`config.mk`:
```
export PLATFORM = sky130hd
export DESIGN_NAME = stopclk_seq
export DESIGN_NICKNAME = d
export VERILOG_FILES = /design/src/rtl/stopclk_pkg.sv /design/src/rtl/stopclk_cnt.sv /design/src/rtl/stopclk_div.sv /design/src/rtl/stopclk_seq.sv
export SDC_FILE = /design/constraint.sdc
export NUM_CORES = 1
export LEC_CHECK = 0
export BUFFER_PORTS_ARGS = -buffer_cell sky130_fd_sc_hd__buf_2
export CAP_MARGIN = 5
export CORE_UTILIZATION = 45
export DETAILED_ROUTE_END_ITERATION = 10
export GPL_TIMING_DRIVEN = 0
export PLACE_DENSITY_LB_ADDON = 0.08
export SLEW_MARGIN = 10
export SYNTH_ARGS = -nofsm -noshare
export SYNTH_HDL_FRONTEND = slang
export SYNTH_SLANG_ARGS = --single-unit
```
`constraint.sdc`:
```
create_clock -name clk -period 3.51 [get_ports clk]
set_input_delay 0.1755 -clock clk [delete_from_list [all_inputs] [get_ports clk]]
set_output_delay 0.1755 -clock clk [all_outputs]
set_load 0.05 [all_outputs]
```
`src/rtl/stopclk_pkg.sv`:
```
package stopclk_pkg;

    typedef enum logic [3:0] {
        ST_UNGATE,
        ST_CLEAR,
        ST_FLASH,
        ST_WARM,
        ST_RUN,
        ST_HOLD,
        ST_DOWN,
        ST_DOZE,
        ST_SAMPLE
    } seq_state_t;

    localparam logic [2:0] FE_STANDBY = 3'd5;
    localparam logic [2:0] FE_PWRDN   = 3'd6;

    // Stop state chosen from the front-end power code
    function automatic seq_state_t stop_target(input logic [2:0] fe);
        if (fe == FE_PWRDN)
            return ST_DOWN;
        else if (fe == FE_STANDBY)
            return ST_DOZE;
        else
            return ST_HOLD;
    endfunction

endpackage

```
`src/rtl/stopclk_cnt.sv`:
```
module stopclk_cnt #(
    parameter int W = 8
) (
    input  logic         clk,
    input  logic         rst_n,
    input  logic         clr,
    input  logic         inc,
    input  logic [W-1:0] limit,
    output logic         done
);

    logic [W-1:0] cnt;

    assign done = inc && (cnt == limit - 1'b1);

    always_ff @(posedge clk or negedge rst_n) begin
        if (!rst_n)
            cnt <= '0;
        else if (clr)
            cnt <= '0;
        else if (inc)
            cnt <= done ? '0 : cnt + 1'b1;
    end

    // count stays below its limit while in use
    p_cnt_range_r3: assert property (@(posedge clk) disable iff (!rst_n)
        !clr |-> (cnt < limit));

endmodule

```
`src/rtl/stopclk_div.sv`:
```
module stopclk_div #(
    parameter int CORE_DIV   = 4,
    parameter int PERIPH_DIV = 4
) (
    input  logic clk,
    input  logic rst_n,
    input  logic run,
    output logic core_stb,
    output logic periph_stb
);

    localparam int NSTAGE = 2;

    logic [NSTAGE:0] en;
    assign en[0] = run;

    for (genvar g = 0; g < NSTAGE; g++) begin : g_stage
        localparam int R  = (g == 0) ? CORE_DIV : PERIPH_DIV;
        localparam int SW = (R > 1) ? $clog2(R) : 1;
        logic [SW-1:0] cnt;
        logic          wrap;

        assign wrap    = (cnt == SW'(R - 1));
        assign en[g+1] = en[g] && wrap;

        always_ff @(posedge clk or negedge rst_n) begin
            if (!rst_n)
                cnt <= '0;
            else if (!run)
                cnt <= '0;
            else if (en[g])
                cnt <= wrap ? '0 : cnt + 1'b1;
        end
    end

    assign core_stb   = en[1];
    assign periph_stb = en[2];

    // core strobes are never on adjacent cycles
    p_core_spacing_r2: assert property (@(posedge clk) disable iff (!rst_n)
        core_stb |=> !core_stb);

endmodule

```
`src/rtl/stopclk_seq.sv`:
```
module stopclk_seq
    import stopclk_pkg::*;
#(
    parameter int FLASH_CYCLES  = 200,
    parameter int WARM_TICKS    = 8,
    parameter int CORE_DIV      = 4,
    parameter int PERIPH_DIV    = 4,
    parameter int SAMPLE_PERIOD = 1024,
    parameter int SAMPLE_ON     = 64
) (
    input  logic       clk,
    input  logic       rst_n,
    input  logic       stop_req,
    input  logic [2:0] fe_mode,
    input  logic       thr_hit,
    input  logic       lp_tick,
    output logic       osc_en,
    output logic       clk_gate_en,
    output logic       clk_ready,
    output logic       core_stb,
    output logic       periph_stb,
    output logic       wake_irq
);

    localparam int FW         = $clog2(FLASH_CYCLES + 1);
    localparam int WW         = $clog2(WARM_TICKS + 1);
    localparam int LW         = $clog2(SAMPLE_PERIOD + 1);
    localparam int DOZE_TICKS = SAMPLE_PERIOD - SAMPLE_ON;

    seq_state_t    state, state_n;
    logic          armed;
    logic          wake_thr;
    logic          div_run;
    logic          flash_done, warm_done, lp_done;
    logic          lp_clr;
    logic [LW-1:0] lp_limit;
    logic          in_stop;

    // ---------------- sub-blocks ----------------
    assign div_run = (state == ST_FLASH) || (state == ST_WARM) || (state == ST_RUN);

    stopclk_div #(
        .CORE_DIV   (CORE_DIV),
        .PERIPH_DIV (PERIPH_DIV)
    ) u_div (
        .clk        (clk),
        .rst_n      (rst_n),
        .run        (div_run),
        .core_stb   (core_stb),
        .periph_stb (periph_stb)
    );

    stopclk_cnt #(.W(FW)) u_flash_cnt (
        .clk   (clk),
        .rst_n (rst_n),
        .clr   (state != ST_FLASH),
        .inc   (1'b1),
        .limit (FW'(FLASH_CYCLES)),
        .done  (flash_done)
    );

    stopclk_cnt #(.W(WW)) u_warm_cnt (
        .clk   (clk),
        .rst_n (rst_n),
        .clr   (state != ST_WARM),
        .inc   (core_stb),
        .limit (WW'(WARM_TICKS)),
        .done  (warm_done)
    );

    assign lp_limit = (state == ST_SAMPLE) ? LW'(SAMPLE_ON) : LW'(DOZE_TICKS);
    assign lp_clr   = (state_n != state) || !((state == ST_DOZE) || (state == ST_SAMPLE));

    stopclk_cnt #(.W(LW)) u_lp_cnt (
        .clk   (clk),
        .rst_n (rst_n),
        .clr   (lp_clr),
        .inc   (lp_tick),
        .limit (lp_limit),
        .done  (lp_done)
    );

    // ---------------- state register ----------------
    always_ff @(posedge clk or negedge rst_n) begin
        if (!rst_n) begin
            state    <= ST_UNGATE;
            armed    <= 1'b1;
            wake_irq <= 1'b0;
        end else begin
            state    <= state_n;
            wake_irq <= wake_thr;
            if (wake_thr)
                armed <= 1'b0;
            else if (!stop_req)
                armed <= 1'b1;
        end
    end

    // ---------------- next state ----------------
    always_comb begin
        state_n  = state;
        wake_thr = 1'b0;
        unique case (state)
            ST_UNGATE: state_n = ST_CLEAR;
            ST_CLEAR:  state_n = ST_FLASH;
            ST_FLASH:  if (flash_done) state_n = ST_WARM;
            ST_WARM:   if (warm_done)  state_n = ST_RUN;
            ST_RUN:    if (stop_req && armed) state_n = stop_target(fe_mode);
            ST_HOLD: begin
                if (thr_hit) begin
                    wake_thr = 1'b1;
                    state_n  = ST_UNGATE;
                end else if (!stop_req)
                    state_n = ST_UNGATE;
                else
                    state_n = stop_target(fe_mode);
            end
            ST_DOWN: begin
                if (!stop_req)
                    state_n = ST_UNGATE;
                else
                    state_n = stop_target(fe_mode);
            end
            ST_DOZE: begin
                if (!stop_req)
                    state_n = ST_UNGATE;
                else if (fe_mode != FE_STANDBY)
                    state_n = stop_target(fe_mode);
                else if (lp_done)
                    state_n = ST_SAMPLE;
            end
            ST_SAMPLE: begin
                if (thr_hit) begin
                    wake_thr = 1'b1;
                    state_n  = ST_UNGATE;
                end else if (!stop_req)
                    state_n = ST_UNGATE;
                else if (fe_mode != FE_STANDBY)
                    state_n = stop_target(fe_mode);
                else if (lp_done)
                    state_n = ST_DOZE;
            end
            default: state_n = ST_UNGATE;
        endcase
    end

    // ---------------- outputs ----------------
    always_comb begin
        in_stop     = (state == ST_HOLD) || (state == ST_DOWN) ||
                      (state == ST_DOZE) || (state == ST_SAMPLE);
        osc_en      = !((state == ST_DOZE) || (state == ST_DOWN));
        clk_gate_en = !in_stop;
        clk_ready   = (state == ST_RUN);
    end

    // ---------------- assertions ----------------
    // ready only rises out of warm-up on a core strobe
    p_ready_after_warm_r3: assert property (@(posedge clk) disable iff (!rst_n)
        $rose(clk_ready) |-> ($past(state) == ST_WARM) && $past(core_stb));

    // accepted stop drops ready on the next edge
    p_ready_drop_r4: assert property (@(posedge clk) disable iff (!rst_n)
        (clk_ready && stop_req && armed) |=> !clk_ready && !clk_gate_en);

    // oscillator switches off only in stop with standby or power-down
    p_osc_off_cond_r5: assert property (@(posedge clk) disable iff (!rst_n)
        $fell(osc_en) |-> $past(stop_req) &&
                          (($past(fe_mode) == FE_STANDBY) || ($past(fe_mode) == FE_PWRDN)));

    // wake interrupt is a single-cycle pulse
    p_irq_pulse_r8: assert property (@(posedge clk) disable iff (!rst_n)
        wake_irq |=> !wake_irq);

    // interrupt caused by a threshold hit while stopped with oscillator on
    p_irq_cause_r8: assert property (@(posedge clk) disable iff (!rst_n)
        $rose(wake_irq) |-> $past(thr_hit) && $past(osc_en) && !$past(clk_gate_en));

    // stop release always restarts the sequence
    p_release_restart_r9: assert property (@(posedge clk) disable iff (!rst_n)
        (in_stop && !stop_req) |=> (state == ST_UNGATE));

endmodule

```
* Word-level counts from Yosys, hierarchy flattened
Index checks and enable logic that the tools add are counted. W data, S select, Z words.
Cells by class: $add $sub $neg 6, equal/unequal tests 21, muxes and demuxes 33, reduce and logical (&&, ||, !) cells 20
Operators with widths (number):
- $mux W4 | 16
- $pmux W4 S9 | 1
- $mux W11 | 3
- $eq A4 B3 Y1 const B | 5
- $mux W8 | 2
- $mux W2 | 6
- $add A11 B1 Y11 const B | 1
- $eq A11 B11 Y1 | 1
- $sub A10 B1 Y11 const B | 1
- $mux W10 | 1
- $add A8 B1 Y8 const B | 1
- $eq A4 B2 Y1 const B | 2
- $eq A8 B8 Y1 const B | 1
- $logic_or A1 B1 Y1 | 8
- $ne A4 B2 Y1 const B | 2
- $eq A3 B3 Y1 const B | 2
- $logic_and A1 B1 Y1 | 5
- $add A2 B1 Y2 const B | 2
- $add A4 B1 Y4 const B | 1
- $eq A2 B2 Y1 const B | 2
- $eq A4 B1 Y1 const B | 1
- $eq A4 B4 Y1 const B | 1
- $logic_not A4 Y1 | 1
- $mux W1 | 4
- other kinds (6) | 10
Storage, ports and cells: register bits after elaboration 33, input port bits 8

* Logic depth before layout (Yosys ltp)
depth after elaboration 13, gate-level depth with buffers 9

* Cells and area by module
From an unflattened synthesis, not the netlist that was laid out.
Unflattened totals: cells, all modules 326, area, all modules 2748.9 µm²
Modules (own cells, without submodules):
- stopclk_cnt at u_lp_cnt | instances 1, cells an instance 122, area an instance 983.4 µm²
- stopclk_cnt at u_flash_cnt | instances 1, cells an instance 85, area an instance 726.9 µm²
- stopclk_seq | instances 1, cells an instance 72, area an instance 545.5 µm²
- stopclk_cnt at u_warm_cnt | instances 1, cells an instance 33, area an instance 307.8 µm²
- stopclk_div | instances 1, cells an instance 14, area an instance 185.2 µm²

* Worst setup path after synthesis
No wires, ideal clock.
kind reg2reg, from register state[0], to register u_lp_cnt.cnt[3], data arrival time 2.403 ns, path slack 0.970 ns, cell stages (with the launch flop) 9, buffers on the path 2, period minus slack after synthesis 2.540 ns, path through dfrtp_1 -> buf_6 -> or4b_4 -> mux2i_2 -> or4_1 -> a211o_2 -> o311ai_4 -> buf_6 -> nor3_1
Between the ends: longest elaborated chain between the ends 13
Ends and longest elaborated chain:
- start: declaration | RTL line stopclk_seq.sv:30 | seq_state_t state, state_n;
- start signal: assignment | RTL line stopclk_seq.sv:90 | state <= state_n;
- $eq A4 B4 Y1 | RTL line stopclk_seq.sv:71, stopclk_seq.sv:72, stopclk_seq.sv:103
- $mux W10 | RTL line stopclk_seq.sv:71 | assign lp_limit = (state == ST_SAMPLE) ? LW'(SAMPLE_ON) : LW'(DOZE_TICKS);
- $sub A10 B1 Y11 | RTL line stopclk_cnt.sv:14 | assign done = inc && (cnt == limit - 1'b1);
- $eq A11 B11 Y1 | RTL line stopclk_cnt.sv:14
- $logic_and A1 B1 Y1 | RTL line stopclk_cnt.sv:14
- $mux W4 | RTL line stopclk_seq.sv:140 | else if (lp_done)
- $mux W4 | RTL line stopclk_seq.sv:138 | else if (fe_mode != FE_STANDBY)
- $mux W4 | RTL line stopclk_seq.sv:136 | end else if (!stop_req)
- $mux W4 | RTL line stopclk_seq.sv:133 | if (thr_hit) begin
- $pmux W4 S9 | RTL line stopclk_seq.sv:103 | unique case (state)
- $ne A4 B4 Y1 | RTL line stopclk_seq.sv:72 | assign lp_clr = (state_n != state) || !((state == ST_DOZE) || (state == ST_SAMPLE));
- $logic_or A1 B1 Y1 | RTL line stopclk_seq.sv:72
- $mux W11 or $reduce_bool A2 Y1 (tied branches)
- end signal: assignment | RTL line stopclk_cnt.sv:22 | cnt <= done ? '0 : cnt + 1'b1;
- end: declaration | RTL line stopclk_cnt.sv:12 | logic [W-1:0] cnt;
Parallel ways exist; a longest one is shown, timed or not. The select of a mux whose other input is x is not followed. A chain may end at the register's enable or synchronous reset.

* Worst setup path after layout
from register state[3], to register u_lp_cnt.cnt[2]
Same word-level chain as after synthesis.

==> metrics <==
status=completed; r2r endpoint=u_lp_cnt.cnt[2]; maximum VDD drop=0.241 mV; synthesized area=0.00214 mm²; Longest Clk Path Bufs=2; Yosys cell types=55; Crit Path Max Fanout=10; Die W=71.0 µm; type of the most critical hold path=in -> reg; asr flop ratio synth=100%; Die ar.=0.00505 mm²; DRT antenna net count=0; RSZ-0062 raised after global routing=no; clk_skew=0.0118 ns; Crit. Startpoint=state[3]; Boundary Pins=14; Lkg Pwr=1.05 nW; first-pass GRT wire length=8130 µm; gr ovfl total=0; Worst EP required=3.65 ns; H-tree depth=2; Cell Pwr Density=488 mW/mm²; post-cts resize count=0; vias per cell=5.67; Synth Net Count=250; max-slew violation count=0; FF-to-FF Start=state[3]; max cap viols=0; Pint=0.772 mW; final instance area=0.00240 mm²; clock share of power=30.7%; flops & latches, synth=33; critical path capture point type=flip-flop; Hold Violations, Final=0; Skew-Pair Late Insertion Delay=0.29 ns; end point of the critical path=u_lp_cnt.cnt[2]; yosys warns=0; IO buf count=13; CTS tree=yes; fin crit period=2.76 ns; Starting Density=47.9%; Slew headroom=51.1%; CP Launch Type=flip-flop; Seq/Total Area, Yosys=38.6%; FMAX=0.363 GHz; Post-synth EDFFs=0; Sw Ratio=34.1%; Synth Flop Type=dfrtp_1; crit path DAT=2.90 ns; DRT Wirelength=4520 µm; Comb pwr share=29.9%; Post-Route Setup TNS=0 ns; layout cells sized above 1=15.4%; Tot GR Track Use=20.6%; total design power=1.17 mW; diode count=0; vias in the first global route=1788; Least-Margin Pin Slew=0.733 ns; HP Start=stop_req; wire per inst=14.5 µm; clock-pin slew on the worst setup and hold paths=0.08 ns; Reg2Reg Depth=7; Syn Area/Cell=9.05 µm²; DRT Pass-1 Iters=6; Area Growth Syn to Fin=11.9%; critical path class=reg -> reg; NetSw=0.400 mW; Residual DRC=0; overall die height=71.0 µm; # rows=24; power share of the sequential group=39.4%; 1st-iter DRT viols=98; largest net degree at the start of global routing=34; CTS Sinks=33; worst reg2reg setup slack=0.75 ns; detailed-route via count=1763; final period utilization=78.5%; # setup viols final=0; final hold slack=0.148 ns; post-DP HPWL=3270 µm; Clock Tree Root=clkbuf_8; Mapped Cells=237; antenna violations before repair=0; CTS Buf Count=5; Cell Area, Placed=0.00227 mm²; routability cong.=0.901; Nets=271; core area=0.00447 mm²
[cell usage in the layout, fill, tap and decap left out, types with 5 or more instances in the layout]
| cell | count |
|---|---|
| xnor2_1 | 6 |
| inv_1 | 6 |
| clkbuf_1 | 5 |
| clkbuf_8 | 5 |
| ha_1 | 5 |
| and3_1 | 9 |
| nor3_1 | 16 |
| nand4_1 | 6 |
| nand2_1 | 19 |
| o21ai_0 | 7 |
| xor2_1 | 12 |
| buf_2 | 16 |
| a21oi_1 | 9 |
| dfrtp_1 | 32 |
| nor2_1 | 28 |
| nand3_1 | 11 |
[worst max-delay path, stage by stage (launching register included)]
cell and delay [ns]:
dfrtp_1 0.44, buf_2 0.25, nor4b_1 0.52, nand2_1 0.17
o31ai_1 0.40, a2111oi_1 0.18, o21ai_1 0.53, nor3_1 0.12
[timing repair]
action	4_1_cts	5_1_grt
setup buffers	0	0
hold buffers	1	0
hold endpoints to repair	32	0
[per-stage QoR]
step | setup WS, ns | utilization (%) | cells
2_1_floorplan | 0.970 | - | 237
3_3_place_gp | 0.800 | 50.8 | 302
3_5_place_dp | 0.807 | 50.8 | 302
4_1_cts | 0.784 | 53.6 | 311
5_1_grt | 0.559 | 53.6 | 311
6_report | 0.755 | 53.6 | 311
[layer usage]
layer  up-vias  global-route usage (%)  share of wire [%]
li1        893                       -                  -
met4         0                    8.89                1.3
met5         -                       0                  0
met3         7                    3.99                3.3
met2        39                    32.8                 44
met1       824                    27.6                 51
[final cells by class]
cell class	count	area (µm²)
fill	433	2070
multi-input combinational	187	1230
sequential	33	827
timing repair buffer	14	75.1
clock buffer	5	68.8
buffer	11	67.6
tap	52	65.1
clock inverter	3	46.3
inverter	6	22.5
[how the worst min path moves through the flow]
stage | to | slack, ns | depth (start not counted)
finish | armed | 0.15 | 2
global route | armed | 0.17 | 2
CTS | armed | 0.14 | 2
detailed placement | u_warm_cnt.cnt[2] | 0.30 | 1
global placement | u_warm_cnt.cnt[1] | 0.29 | 1
floorplan | state[0] | -0.12 | 0
[power groups by stage]
stage	logic [mW]	registers, mW	clock network (mW)
after floorplan	0.272	0.463	0
after global placement	0.351	0.468	0
after detailed placement	0.351	0.469	0
after CTS	0.354	0.462	0.374
after global routing	0.399	0.467	0.389
final	0.351	0.462	0.359
[state kept, by name (all words and copies together), names as in the netlist]
register / cells
u_warm_cnt.cnt: 4
u_flash_cnt.cnt: 8
u_div.g_stage.cnt: 4
state: 4
armed: 1
wake_irq: 1
u_lp_cnt.cnt: 11
[cells in the mapped netlist (2+ instances only)]
master    count  area share [%]
nand3_1      11             2.6
nand4_1       6             1.8
inv_1         6             1.1
or2_2         2            0.58
o31ai_1       2            0.70
xor2_1       12             4.9
mux2i_2       2             1.3
a21oi_1       9             2.1
nor2b_1       3            0.88
xnor2_1       6             2.5
o21ai_1       2            0.47
mux2i_1       4             1.9
clkbuf_1      5            0.88
nor3_1       16             3.7
a21o_1        3             1.1
a21boi_0      2            0.70
ha_1          5             2.9
and3b_1       2            0.82
nand2_1      19             3.3
o21ai_0       7             1.6
buf_2         3            0.70
dfrtp_1      32              37
nand2b_1      3            0.88
and3_1        9             2.6
or4_1         3             1.1
o21a_1        3             1.1
nor2_1       28             4.9
buf_6         3             1.6
nand3b_1      3             1.1
[logic make-up (layout without fill, tap and decap cells)]
kind of cell / count (synthesis) / count (layout) / share of synthesized area, %
AOI/OAI and AO/OA: 41 / 41 / 13.9
xor gates and xnor gates: 18 / 18 / 7.35
DFF: 33 / 33 / 38.6
and+or+nand+nor: 116 / 116 / 29.4
adders and majority gates: 5 / 5 / 2.92
muxes: 7 / 7 / 3.68
buffers and inverters: 17 / 39 / 4.20
Note: power is estimated with default switching activity, not from simulation.
